`config.mk`:
```
export PLATFORM = sky130hd
export DESIGN_NAME = lfsr_sample_divider
export DESIGN_NICKNAME = d
export VERILOG_FILES = /design/src/rtl/lfsr_div_pkg.sv /design/src/rtl/lfsr_div_seed_rom.sv /design/src/rtl/lfsr_div_rate_reg.sv /design/src/rtl/lfsr_div_core.sv /design/src/rtl/lfsr_sample_divider.sv
export SDC_FILE = /design/constraint.sdc
export NUM_CORES = 1
export LEC_CHECK = 0
export CAP_MARGIN = 15
export CORE_UTILIZATION = 60
export DETAILED_ROUTE_END_ITERATION = 10
export DONT_BUFFER_PORTS = 1
export PLACE_DENSITY = 0.8
export SLEW_MARGIN = 40
export SYNTH_ARGS = -nofsm -noshare
export SYNTH_HDL_FRONTEND = slang
export SYNTH_SLANG_ARGS = --single-unit
```
`constraint.sdc`:
```
create_clock -name clk -period 2.25 [get_ports clk]
set_clock_uncertainty 0.2 [all_clocks]
set_input_delay 0.225 -clock clk [delete_from_list [all_inputs] [get_ports clk]]
set_output_delay 0.225 -clock clk [all_outputs]
set_load 0.01 [all_outputs]
```
`src/rtl/lfsr_div_pkg.sv`:
```
package lfsr_div_pkg;
    localparam int LFSR_W  = 9;
    localparam int TAP_HI  = 9;
    localparam int TAP_LO  = 5;
    localparam int RATE_W  = 4;
    localparam int N_RATES = 1 << RATE_W;

    typedef logic [LFSR_W-1:0] lfsr_t;
    typedef logic [RATE_W-1:0] rate_t;

    localparam lfsr_t TERM_PAT = lfsr_t'(1) << (LFSR_W - 1);

    localparam lfsr_t SEED_TABLE [N_RATES] = '{
        9'h1AC, 9'h17D, 9'h0E2, 9'h153,
        9'h0B4, 9'h1F1, 9'h09A, 9'h12F,
        9'h066, 9'h1C8, 9'h035, 9'h0D9,
        9'h14B, 9'h07E, 9'h1E7, 9'h011
    };

    typedef struct packed {
        lfsr_t lfsr;
        logic  tick;
    } core_state_t;
endpackage

```
`src/rtl/lfsr_div_seed_rom.sv`:
```
module lfsr_div_seed_rom
    import lfsr_div_pkg::*;
(
    input  rate_t rate_sel,
    output lfsr_t seed_out
);
    always_comb begin
        seed_out = SEED_TABLE[rate_sel];
    end
endmodule

```
`src/rtl/lfsr_div_rate_reg.sv`:
```
module lfsr_div_rate_reg
    import lfsr_div_pkg::*;
(
    input  logic  clk,
    input  logic  rst,
    input  rate_t rate_in,
    input  logic  rate_wr,
    output rate_t rate_q
);
    rate_t rate_d;

    always_comb begin
        rate_d = rate_q;
        if (rate_wr) begin
            rate_d = rate_in;
        end
    end

    always_ff @(posedge clk) begin
        if (rst) begin
            rate_q <= '0;
        end else begin
            rate_q <= rate_d;
        end
    end

    // strobe captures the presented index
    p_capture_r9: assert property (@(posedge clk) disable iff (rst)
        rate_wr |=> rate_q == $past(rate_in));
    // no strobe, no change
    p_hold_r9: assert property (@(posedge clk) disable iff (rst)
        !rate_wr |=> $stable(rate_q));
endmodule

```
`src/rtl/lfsr_div_core.sv`:
```
module lfsr_div_core
    import lfsr_div_pkg::*;
(
    input  logic  clk,
    input  logic  rst,
    input  logic  step_en,
    input  lfsr_t seed_in,
    input  lfsr_t reset_seed,
    output logic  tick_q
);
    core_state_t st_d, st_q;
    lfsr_t       shifted;
    logic        at_term;

    // Shift left by one: each bit takes its lower neighbour.
    genvar gi;
    generate
        for (gi = 1; gi < LFSR_W; gi++) begin : g_shift
            assign shifted[gi] = st_q.lfsr[gi-1];
        end
    endgenerate
    assign shifted[0] = st_q.lfsr[TAP_HI-1] ^ st_q.lfsr[TAP_LO-1];

    assign at_term = (st_q.lfsr == TERM_PAT);

    always_comb begin
        st_d      = st_q;
        st_d.tick = 1'b0;
        if (step_en) begin
            if (at_term) begin
                st_d.lfsr = seed_in;
                st_d.tick = 1'b1;
            end else begin
                st_d.lfsr = shifted;
            end
        end
    end

    always_ff @(posedge clk) begin
        if (rst) begin
            st_q.lfsr <= reset_seed;
            st_q.tick <= 1'b0;
        end else begin
            st_q <= st_d;
        end
    end

    assign tick_q = st_q.tick;

    // no step, no movement
    p_hold_idle_r4: assert property (@(posedge clk) disable iff (rst)
        !step_en |=> $stable(st_q.lfsr));
    // tick is a single clock wide
    p_tick_single_r2: assert property (@(posedge clk) disable iff (rst)
        tick_q |=> !tick_q);
    // a tick coincides with a freshly loaded seed
    p_reload_seed_r3: assert property (@(posedge clk) disable iff (rst)
        tick_q |-> st_q.lfsr == $past(seed_in));
    // the register never falls into the all-zero lockup state
    p_nonzero_r1: assert property (@(posedge clk) disable iff (rst)
        st_q.lfsr != '0);
endmodule

```
`src/rtl/lfsr_sample_divider.sv`:
```
module lfsr_sample_divider
    import lfsr_div_pkg::*;
(
    input  logic       clk,
    input  logic       rst,
    input  logic [3:0] rate_idx,
    input  logic       rate_wr,
    input  logic       step_en,
    output logic       tick
);
    rate_t rate_q;
    lfsr_t seed_sel;
    lfsr_t seed_zero;

    lfsr_div_rate_reg u_rate (
        .clk     (clk),
        .rst     (rst),
        .rate_in (rate_idx),
        .rate_wr (rate_wr),
        .rate_q  (rate_q)
    );

    lfsr_div_seed_rom u_rom (
        .rate_sel (rate_q),
        .seed_out (seed_sel)
    );

    lfsr_div_seed_rom u_rom_rst (
        .rate_sel ('0),
        .seed_out (seed_zero)
    );

    lfsr_div_core u_core (
        .clk        (clk),
        .rst        (rst),
        .step_en    (step_en),
        .seed_in    (seed_sel),
        .reset_seed (seed_zero),
        .tick_q     (tick)
    );

    // tick only follows an accepted step
    p_tick_needs_step_r4: assert property (@(posedge clk) disable iff (rst)
        tick |-> $past(step_en));
endmodule

```
[Yosys cells after proc, flatten, opt, wreduce, memory -nomap -nowiden]
Memory sizes are Yosys's and may differ from the RTL's.
Cells that the tools add are included.
Word-level totals
  flip-flop bits (word level): 14
  ROM bits: 144
  output and inout port bits: 1
  word-level logic and storage cells: 14
  memories kept: 1
Cells by class
  order comparisons: 1
  equal/unequal tests: 1
  muxes and demuxes: 4
  bitwise operators: 3
  reduce and logical (&&, ||, !) cells: 1
Memories
  (no name shown): words 16, bits a word 9, rd ports 1, clocked after Yosys merged registers in 0, wr ports 0, line lfsr_div_seed_rom.sv:8  | seed_out = SEED_TABLE[rate_sel];
Operators by type and width (number)
  $mux 9: 3
  $eq 9x9->1 const B: 1
  $ge 5x5->1 const B: 1
  $not 4->5: 1
  $reduce_or 2->1: 1
  $mux 1: 1
  $not 1->1: 1
  $xor 1x1->1: 1

[Depth between registers and ports, before layout]
Gate-level depths: netlist (run 1).
  depth in word-level cells: 5
  depth in mapped cells: 6

[Modules after synthesis]
A second synthesis (run 1) with hierarchy kept.
Second synthesis, totals
  cell total of the unflattened synthesis: 156
  area total of the unflattened synthesis: 1311.3 µm²
By module, submodules not included
  lfsr_div_core: times used 1, cells an instance 48, area an instance 530.5 µm², sequential area each 290.3 µm²
  lfsr_div_seed_rom at u_rom_rst: times used 1, cells an instance 47, area an instance 319.1 µm², sequential area each 0.0 µm²
  lfsr_div_seed_rom at u_rom: times used 1, cells an instance 47, area an instance 317.8 µm², sequential area each 0.0 µm²
  lfsr_div_rate_reg: times used 1, cells an instance 13, area an instance 140.1 µm², sequential area each 80.1 µm²
  lfsr_sample_divider: times used 1, cells an instance 1, area an instance 3.8 µm², sequential area each 0.0 µm²

[Worst setup path before layout (run 1)]
Ideal clock, no wire load.
  path kind: register to register
  start point: register u_rate.rate_q[0]
  end point: register u_core.st_q, in the netlist u_core.shifted[3]
  setup time: 0.120 ns
  arrival: 1.498 ns
  path slack: 0.432 ns
  stages on the path, launching flop included: 7
  buffers on the path: 0
  period minus slack after synthesis: 1.818 ns
  cell sequence: dfxtp_1 inv_1 ha_1 and2_0 o21ai_0 o21ai_0 a211o_1
Between the ends
  longest elaborated chain between the ends: 5
RTL lines
  from (decl): line lfsr_div_rate_reg.sv:8  | output rate_t rate_q
  from (signal assigned): line lfsr_div_rate_reg.sv:23  | rate_q <= rate_d;
  $not 4->5 (not written as such): line lfsr_div_seed_rom.sv:8
  $mem_v2 16x9
  $mux 9 (not written as such) (2 in series): line lfsr_div_seed_rom.sv:8
  $mux 9: line lfsr_div_core.sv:30  | if (at_term) begin
  to (signal assigned): line lfsr_div_core.sv:44  | st_q <= st_d;
  to (decl): line lfsr_div_core.sv:11  | core_state_t st_d, st_q;
No other way between the ends. The select of a mux whose other input is x is not followed.
A chain may end at the register's enable or synchronous reset.

[Final worst setup path (run 1)]
Ends and elaborated chain as after synthesis.

==> results of run 1 <==
[cell type report]
cell class	instances	area [µm²]
Inverter	7	26.28
Timing Repair Buffer	10	97.59
Tap cell	15	18.77
Clock buffer	4	36.28
Multi-Input combinational cell	83	569.3
Sequential cell	14	280.3
Fill cell	102	321.6
[cells in the final DEF (no fill, tap or decap), types with 2 or more instances in the layout]
cell	n
nor2_1	15
dfxtp_1	14
nand2b_1	9
o21ai_0	9
dlygate4sd3_1	9
inv_1	7
a21oi_1	7
a211oi_1	6
ha_1	6
mux2i_1	5
nor2b_1	4
clkbuf_4	3
nand3_1	2
a31oi_1	2
a211o_1	2
a311oi_1	2
a211o_2	2
[sequential cells by signal (all words and copies together), names as in the netlist]
signal	cells
u_rate.rate_q	4
u_core.tick_q	1
u_core.st_q	1
u_core.shifted	8
[tightest hold or removal path, stage by stage]
cell	delay, ns
nor2_1	0.03
a21oi_1	0.12
a211o_1	0.10
[power breakdown]
group          internal (µW)  switching [µW]  leakage [µW]  total [µW]
sequential               265            26.2      0.000116         291
combinational           55.5            52.7      0.000263         108
clock                   98.6            90.3     0.0000210         189
[worst paths after layout]
path	startpoint	end	slack [ns]	depth (start not counted)
worst max register to register	u_rate.rate_q[0]	u_core.shifted[3]	0.22	6
worst min-delay path	step_en	u_core.shifted[3]	0.02	3
worst max-delay path	u_rate.rate_q[0]	u_core.shifted[3]	0.22	6
worst min register to register	u_core.shifted[1]	u_core.shifted[2]	0.33	2
[layer usage]
layer | part of all wire | GRT usage | vias up | wire length [µm]
met2 | 0.50 | 0.5391 | 29 | 1040
met3 | 0.056 | 0.03804 | 4 | 117
li1 | - | - | 402 | -
met5 | 0 | 0 | - | 0
met4 | 0.017 | 0.1250 | 0 | 36
met1 | 0.43 | 0.3355 | 366 | 884
[cells in the mapped netlist]
library cell   n
nand2b_1       9
nand3_1        2
a211o_2        2
ha_1           6
or4_1          1
a211oi_1       6
mux2i_1        5
nor2b_1        4
inv_1          7
and3_1         1
a311oi_1       2
nor2_1        15
nand3b_1       1
dfxtp_1       14
a21oi_1        7
and2_0         1
clkbuf_1       6
xnor2_1        1
nor4b_4        1
nand2_2        1
nor3_1         1
a21boi_0       1
o31a_1         1
a31oi_1        2
nor4_2         1
o21ai_0        9
a211o_1        2
nand2_1        1
buf_2          1
[logic make-up after synthesis]
group | Yosys count | synth area share
and+or+nand+nor | 39 | 0.2507
AOI/OAI and AO/OA | 32 | 0.2313
buffers and inverters | 14 | 0.05956
DFF | 14 | 0.3103
adders and majority gates | 6 | 0.08310
muxes | 5 | 0.05540
xor gates and xnor gates | 1 | 0.009697
[per-stage QoR]
step / power (µW) / instance area (µm²)
floorplan: 367.0 / 903.4
global placement: 375.5 / 902.1
detailed placement: 379.1 / 902.1
CTS: 580.2 / 1028
global route: 610.3 / 1028
finish: 588.1 / 1028
==> results_dict.tcl, run 1 <==
set metrics [dict create \
    status "complete, no violations" \
    antenna_cells 0 \
    worstPathRequired_ns 2.24 \
    clock_sinks 14 \
    vias 801 \
    hpwlAfterDp_mm 1.295 \
    syn-num-nets 125 \
    cts.repair.resized 0 \
    setup-tns-final_ns 0 \
    crit_type "register to register" \
    grt_pass1_wl_mm 3.118 \
    hold_slack_ns 0.01595 \
    area_growth_pct 13.85 \
    arrival_ns 2.02 \
    drive_above_1_share 0.08475 \
    grt_max_degree 20 \
    dp_cells 120 \
    drc 0 \
    crit_family "compound AO/OA/AOI/OAI gates" \
    path_cells "inv_1, ha_1, and2_0, o21ai_0, o21ai_0, a211o_1" \
    pin_count 9 \
    min_period_ns 2.035 \
    num_rows 13 \
    cp_max_fo 10 \
    synth_cells 111 \
    synthDistinctLibCells 29 \
    ctsHoldBuffers 9 \
    grt_use_total 0.2950 \
    first_global_vias 683 \
    pre_cts_ws_ns 0.2274 \
    cts_buffers 3 \
    finalHoldViolations 0 \
    antenna_found_initial 0 \
    slowest_stage "dfxtp_1" \
    cap_violations 0 \
    gr-total-overflow 0 \
    crit_buf_inv 1 \
    core_area_um2 1350 \
    dr.first_iter.drc_count 26 \
    ys_ff_latch 14 \
    rsz0062_at_grt "no" \
    die_y_um 40.80 \
    period_share 0.9042 \
    tightest_slew_ns 0.5642 \
    worst_skew_pair.late_latency_ns 0.29 \
    ys_warn_count 0 \
    synth_top_area_cell "dfxtp_1" \
    cts_max_path_buffers 2 \
    fin_ws_ns 0.2155 \
    fmax_ghz 0.4915 \
    drt-pass1-iter-count 4 \
    critPathMaxStageDelay_ns 0.50 \
    post_cts_buffers 0 \
    antenna_left 0 \
    htree_levels 1 \
    worstSetupEndpointType "register" \
    die_x_um 40.80 \
    setup_viol 0 \
    fp.dieArea_um2 1665 \
    nets 133 \
    utilization 0.7618 \
    critPathLaunchType "register" \
    syn-cell-area_um2 903.4 \
    numPortBuffers 0 \
    ys_seq_area_frac 0.3102 \
    initial_core_util 0.6691 \
    hp-class "primary input to register" \
    relSlewSlack 0.6226 \
    wire_per_inst_um 15.63 \
    cts_tree "built" \
    via_per_inst 6.023 \
    ir_drop_v 0.0003743 \
    clkTransAtPathRegs_ns 0.09 \
    clockRootBuffer "clkbuf_4" \
    path_common_cell "o21ai_0" \
    p_per_area_nw_per_um2 571.8 \
    leakage_uw 0.0003998 \
    wl_mm 2.079 \
    synth.top_cell.area_share 0.3102 \
    synth_area_leaders "dfxtp_1 (31%), ha_1 (8.3%), nand2b_1 (6.2%)" \
    stdcell_count 133 \
    maxSlewViolCount 0 \
    finalWeightedCongestion 0.8305 \
    syn_area_per_cell_um2 8.138 \
]
Power figures use the tool's default switching activity.
==> run 2: changes to the inputs <==
Clock period 2.25 ns to 2 ns, I/O delays scaled along.
==> run 2 against run 1 <==
Clock power is 9.5% higher. Wire length is 2.0% higher. Register-to-register slack worse by 0.13 ns. Utilization up 3.6 points. Count of clock-buffer cells in the layout did not move. Worst setup slack lost 0.13 ns. Sequential share of layout area fell by 1.1 points. Flip-flop and latch count unchanged. First-iteration DRC count increased by 7.7%. Combinational power increased by 25%. Cell area is 4.7% higher. Via count increased by 2.7%. Largest cell class unchanged.
==> results_dict.tcl, run 2 (synthesis results as in run 1) <==
set metrics [dict create \
    vias 823 \
    maxSlewViolCount 0 \
    setup_viol 0 \
    final_cell_mix "nor2_1 (15), dfxtp_1 (13), nand2b_1 (9), dlygate4sd3_1 (9), o21ai_0 (8)" \
    leakage_uw 0.0004203 \
    critPathLaunchType "register" \
    fmax_ghz 0.5231 \
    pin_count 9 \
    seq_power_share 0.488 \
    finalHoldViolations 0 \
    post_cts_buffers 0 \
    rsz0062_at_grt "no" \
    drt-pass1-iter-count 4 \
    nets 137 \
    hold_slack_ns 0.01166 \
    worstPathRequired_ns 1.99 \
    dr.first_iter.drc_count 28 \
    cts_max_path_buffers 2 \
    relSlewSlack 0.6166 \
    antenna_cells 0 \
    antenna_found_initial 0 \
    net-switching-power_uw 189.6 \
    die_x_um 40.80 \
    die_y_um 40.80 \
    place_area_um2 932.1 \
    initial_core_util 0.6691 \
    cts_tree "built" \
    grt_pass1_wl_mm 3.201 \
    clockRootBuffer "clkbuf_4" \
    cp_max_fo 4 \
    fin_area_um2 1077 \
    finalWeightedCongestion 0.8386 \
    p_clk_frac 0.309 \
    hpwlAfterDp_mm 1.383 \
    first_global_vias 751 \
    clock_sinks 14 \
    period_share 0.9558 \
    arrival_ns 1.91 \
    min_period_ns 1.912 \
    drc 0 \
    power_uw 667.8 \
    sw_frac_of_total 0.2840 \
    utilization 0.7980 \
    p_per_area_nw_per_um2 619.9 \
    htree_levels 1 \
    wl_mm 2.121 \
    status "complete, no violations" \
    fp.dieArea_um2 1665 \
    area_growth_pct 19.25 \
    power_frac_comb 0.202 \
    via_per_inst 6.007 \
    grt_use_total 0.2958 \
    wire_per_inst_um 15.48 \
    core_area_um2 1350 \
    num_rows 13 \
    gr-total-overflow 0 \
    hp-class "primary input to register" \
    fillers 101 \
    ir_drop_v 0.0004076 \
    grt_max_degree 18 \
    cap_violations 0 \
    setup-tns-final_ns 0 \
    final_common_cell "nor2_1" \
    internal_power_uw 478.2 \
    clkTransAtPathRegs_ns 0.09 \
    crit_type "register to register" \
    largest_register_ffs 8 \
    tightest_slew_ns 0.5732 \
    drive_above_1_share 0.1393 \
    numPortBuffers 0 \
    cts_buffers 3 \
    worst_skew_pair.late_latency_ns 0.28 \
    worstSetupEndpointType "register" \
    antenna_left 0 \
]
-- run 2: changes by cell type in the layout (fill, tap and decap cells not counted), sizes merged --
cell | before | now
buf | 1 | 5
-- run 2: cell type report --
cell class | instances | area (µm²) | area share
sequential | 14 | 281.5 | 0.2613
clock buffer | 4 | 36.28 | 0.03368
timing repair buffer | 14 | 127.6 | 0.1185
inverter | 7 | 26.28 | 0.02439
tap | 15 | 18.77 | 0.01742
multi-input combinational | 83 | 586.8 | 0.5447
-- run 2: power by group through the flow --
stage	Clock, µW	Combinational (µW)	Sequential (µW)
floorplan	0	91.0	322
global placement	0	100	329
finish	207	135	326
global route	227	150	329
CTS	209	128	323
detailed placement	0	103	329
-- run 2: worst max-delay path, stage by stage, from the launching register on --
cell and delay, ns:
dfxtp_1 0.37, nor4b_4 0.32, nand2_2 0.12, or4_1 0.54, a311oi_2 0.27
-- run 2: path summary, 6_finish.rpt --
check                     from                end  slack (ns)  cells past startpoint
min reg2reg  u_core.shifted[4]  u_core.shifted[5]        0.35                      2
max reg2reg  u_core.shifted[5]  u_core.shifted[2]        0.09                      4
max          u_core.shifted[5]  u_core.shifted[2]        0.09                      4
min                    step_en  u_core.shifted[7]        0.01                      2
-- run 2: per-layer routing --
metal / global-route usage / wire (µm)
met1: 0.3508 / 901
met3: 0.06522 / 103
met5: 0 / 0
met4: 0.1083 / 34
met2: 0.5117 / 1081
-- run 2: timing repair --
action                                  CTS  global route
gates resized for setup                   0             5
endpoints found under the hold margin    14             0
hold buffers                              9             0
endpoints found under the setup margin    0             2
-- run 2: through the flow --
stage	cells	setup slack, ns
global route	137	0.01038
CTS	137	0.1118
detailed placement	124	0.1333
global placement	124	0.1754
finish	137	0.08845
floorplan	111	0.1822
==> run 3: changes to the inputs <==
--- a/config.mk
+++ b/config.mk
@@ -11,4 +11,5 @@
 export DONT_BUFFER_PORTS = 1
 export PLACE_DENSITY = 0.8
+export RECOVER_POWER = 25
 export SLEW_MARGIN = 40
 export SYNTH_ARGS = -nofsm -noshare
==> constraint.sdc (replaced) <==
create_clock -name clk -period 2 [get_ports clk]
set_clock_uncertainty 0.2 [all_clocks]
set_input_delay 0.6 -clock clk [delete_from_list [all_inputs] [get_ports clk]]
set_output_delay 0.6 -clock clk [all_outputs]
set_load 0.01 [all_outputs]
==> run 3 against run 2 <==
Sequential power hardly changed. Critical path depth is 1 higher. Cell area is 11% lower. Via count is 7.3% lower. Worst setup slack better by 0.016 ns. Utilization is 8.6 points lower. Combinational power is 24% lower. First-iteration DRC count is 54% lower. Sequential share of layout area is 3.0 points higher. Global-route usage is 4.5 points lower. Register-to-register slack better by 0.02 ns. Largest power group unchanged. Highest routed layer unchanged.
==> results_dict.tcl, run 3 (synthesis results as in run 1) <==
set metrics [dict create \
    die_y_um 40.80 \
    grt_pass1_wl_mm 2.718 \
    crit_family "simple AND/OR/NAND/NOR gates" \
    arrival_ns 1.89 \
    critPathLaunchType "register" \
    finalWeightedCongestion 0.8386 \
    fillers 115 \
    min_period_ns 1.896 \
    clock_sinks 14 \
    area_growth_pct 6.371 \
    pin_count 9 \
    power_uw 630.5 \
    finalHoldViolations 0 \
    wl_mm 1.784 \
    hp-class "primary input to register" \
    hpwlAfterDp_mm 1.383 \
    setup_viol 0 \
    ir_drop_v 0.0003558 \
    period_share 0.9478 \
    core_area_um2 1350 \
    initial_core_util 0.6691 \
    final_common_cell "nor2_1" \
    largest_register_ffs 8 \
    status "complete, no violations" \
    drive_above_1_share 0.1062 \
    ctsHoldBuffers 0 \
    cp_max_fo 4 \
    grt_use_total 0.2511 \
    slowest_stage "or4_1" \
    die_x_um 40.80 \
    worstPathRequired_ns 1.99 \
    numPortBuffers 0 \
    nets 128 \
    drc 0 \
    cts_max_path_buffers 2 \
    final_cell_mix "nor2_1 (15), dfxtp_1 (14), nand2b_1 (9)" \
    cts_tree "built" \
    first_global_vias 642 \
    relSlewSlack 0.7422 \
    antenna_cells 0 \
    vias 763 \
    via_per_inst 5.961 \
    tightest_slew_ns 0.3862 \
    worst_skew_pair.late_latency_ns 0.28 \
    cts_buffers 3 \
    htree_levels 1 \
    cap_violations 0 \
    clockRootBuffer "clkbuf_4" \
    path_cells "ha_1, nand2b_1, and3_1, or4_1, a311oi_1" \
    gr-total-overflow 0 \
    worstSetupEndpointType "register" \
    setup-tns-final_ns 0 \
    multiInputGateArea_um2 569.3 \
    grt_max_degree 19 \
    critPathMaxStageDelay_ns 0.39 \
    maxSlewViolCount 0 \
    rsz0062_at_grt "no" \
    leakage_uw 0.0003760 \
    wire_per_inst_um 13.94 \
    crit_buf_inv 0 \
    clkTransAtPathRegs_ns 0.09 \
    crit_type "register to register" \
    drt-pass1-iter-count 4 \
    fmax_ghz 0.5275 \
    dr.first_iter.drc_count 13 \
    regArea_um2 280.3 \
    p_per_area_nw_per_um2 656.2 \
    num_rows 13 \
    fp.dieArea_um2 1665 \
    antenna_found_initial 0 \
    antenna_left 0 \
]
==> run 3: where the power goes <==
group | switching (µW) | internal, µW
Combinational | 50.4 | 52.6
Clock | 93.9 | 111
Sequential | 24.9 | 298
Total | 169 | 461
==> run 3: per-stage QoR <==
step	instance area [µm²]	hold WS, ns	setup WS [ns]	util	instances
after floorplan	903.4	0.2731	0.1797	-	111
after global placement	932.1	0.2910	0.1754	0.6905	124
after detailed placement	932.1	0.2927	0.1333	0.6905	124
after CTS	968.4	0.1731	0.1125	0.7173	128
after global routing	960.9	0.1587	0.02634	0.7118	128
final	960.9	0.1802	0.1044	0.7118	128
==> run 3: cell type report <==
type,instances,area share
well taps,15,0.01953
inverters,7,0.02734
repair buffers,5,0.03125
clock buffers,4,0.03776
multi-input cells,83,0.5924
flip-flops and latches,14,0.2917
==> run 3: what timing repair did <==
| action | 4_1_cts | 5_1_grt |
|---|---|---|
| setup endpoints to repair | 0 | 1 |
| setup buffers | 0 | 0 |
| gates resized for setup | 0 | 1 |
==> run 3: metal layers <==
layer,vias up,wire [µm],GRT usage
met1,344,798,0.3125
met5,-,0,0
li1,391,-,-
met4,0,33,0.09167
met2,24,858,0.4102
met3,4,94,0.06522
==> run 3: final timing paths <==
path / from / endpoint / slack [ns] / cells after the start
hold reg to reg: u_core.shifted[1] / u_core.shifted[2] / 0.31 / 2
setup / recovery: u_rate.rate_q[1] / u_core.shifted[2] / 0.10 / 5
setup reg to reg: u_rate.rate_q[1] / u_core.shifted[2] / 0.10 / 5
hold / removal: rst / u_rate.rate_q[2] / 0.18 / 1
==> run 3: worst reg2reg max path: stages (launching register included) <==
cell and delay, ns:
dfxtp_1 0.35, ha_1 0.24, nand2b_1 0.18, and3_1 0.18, or4_1 0.39, a311oi_1 0.27
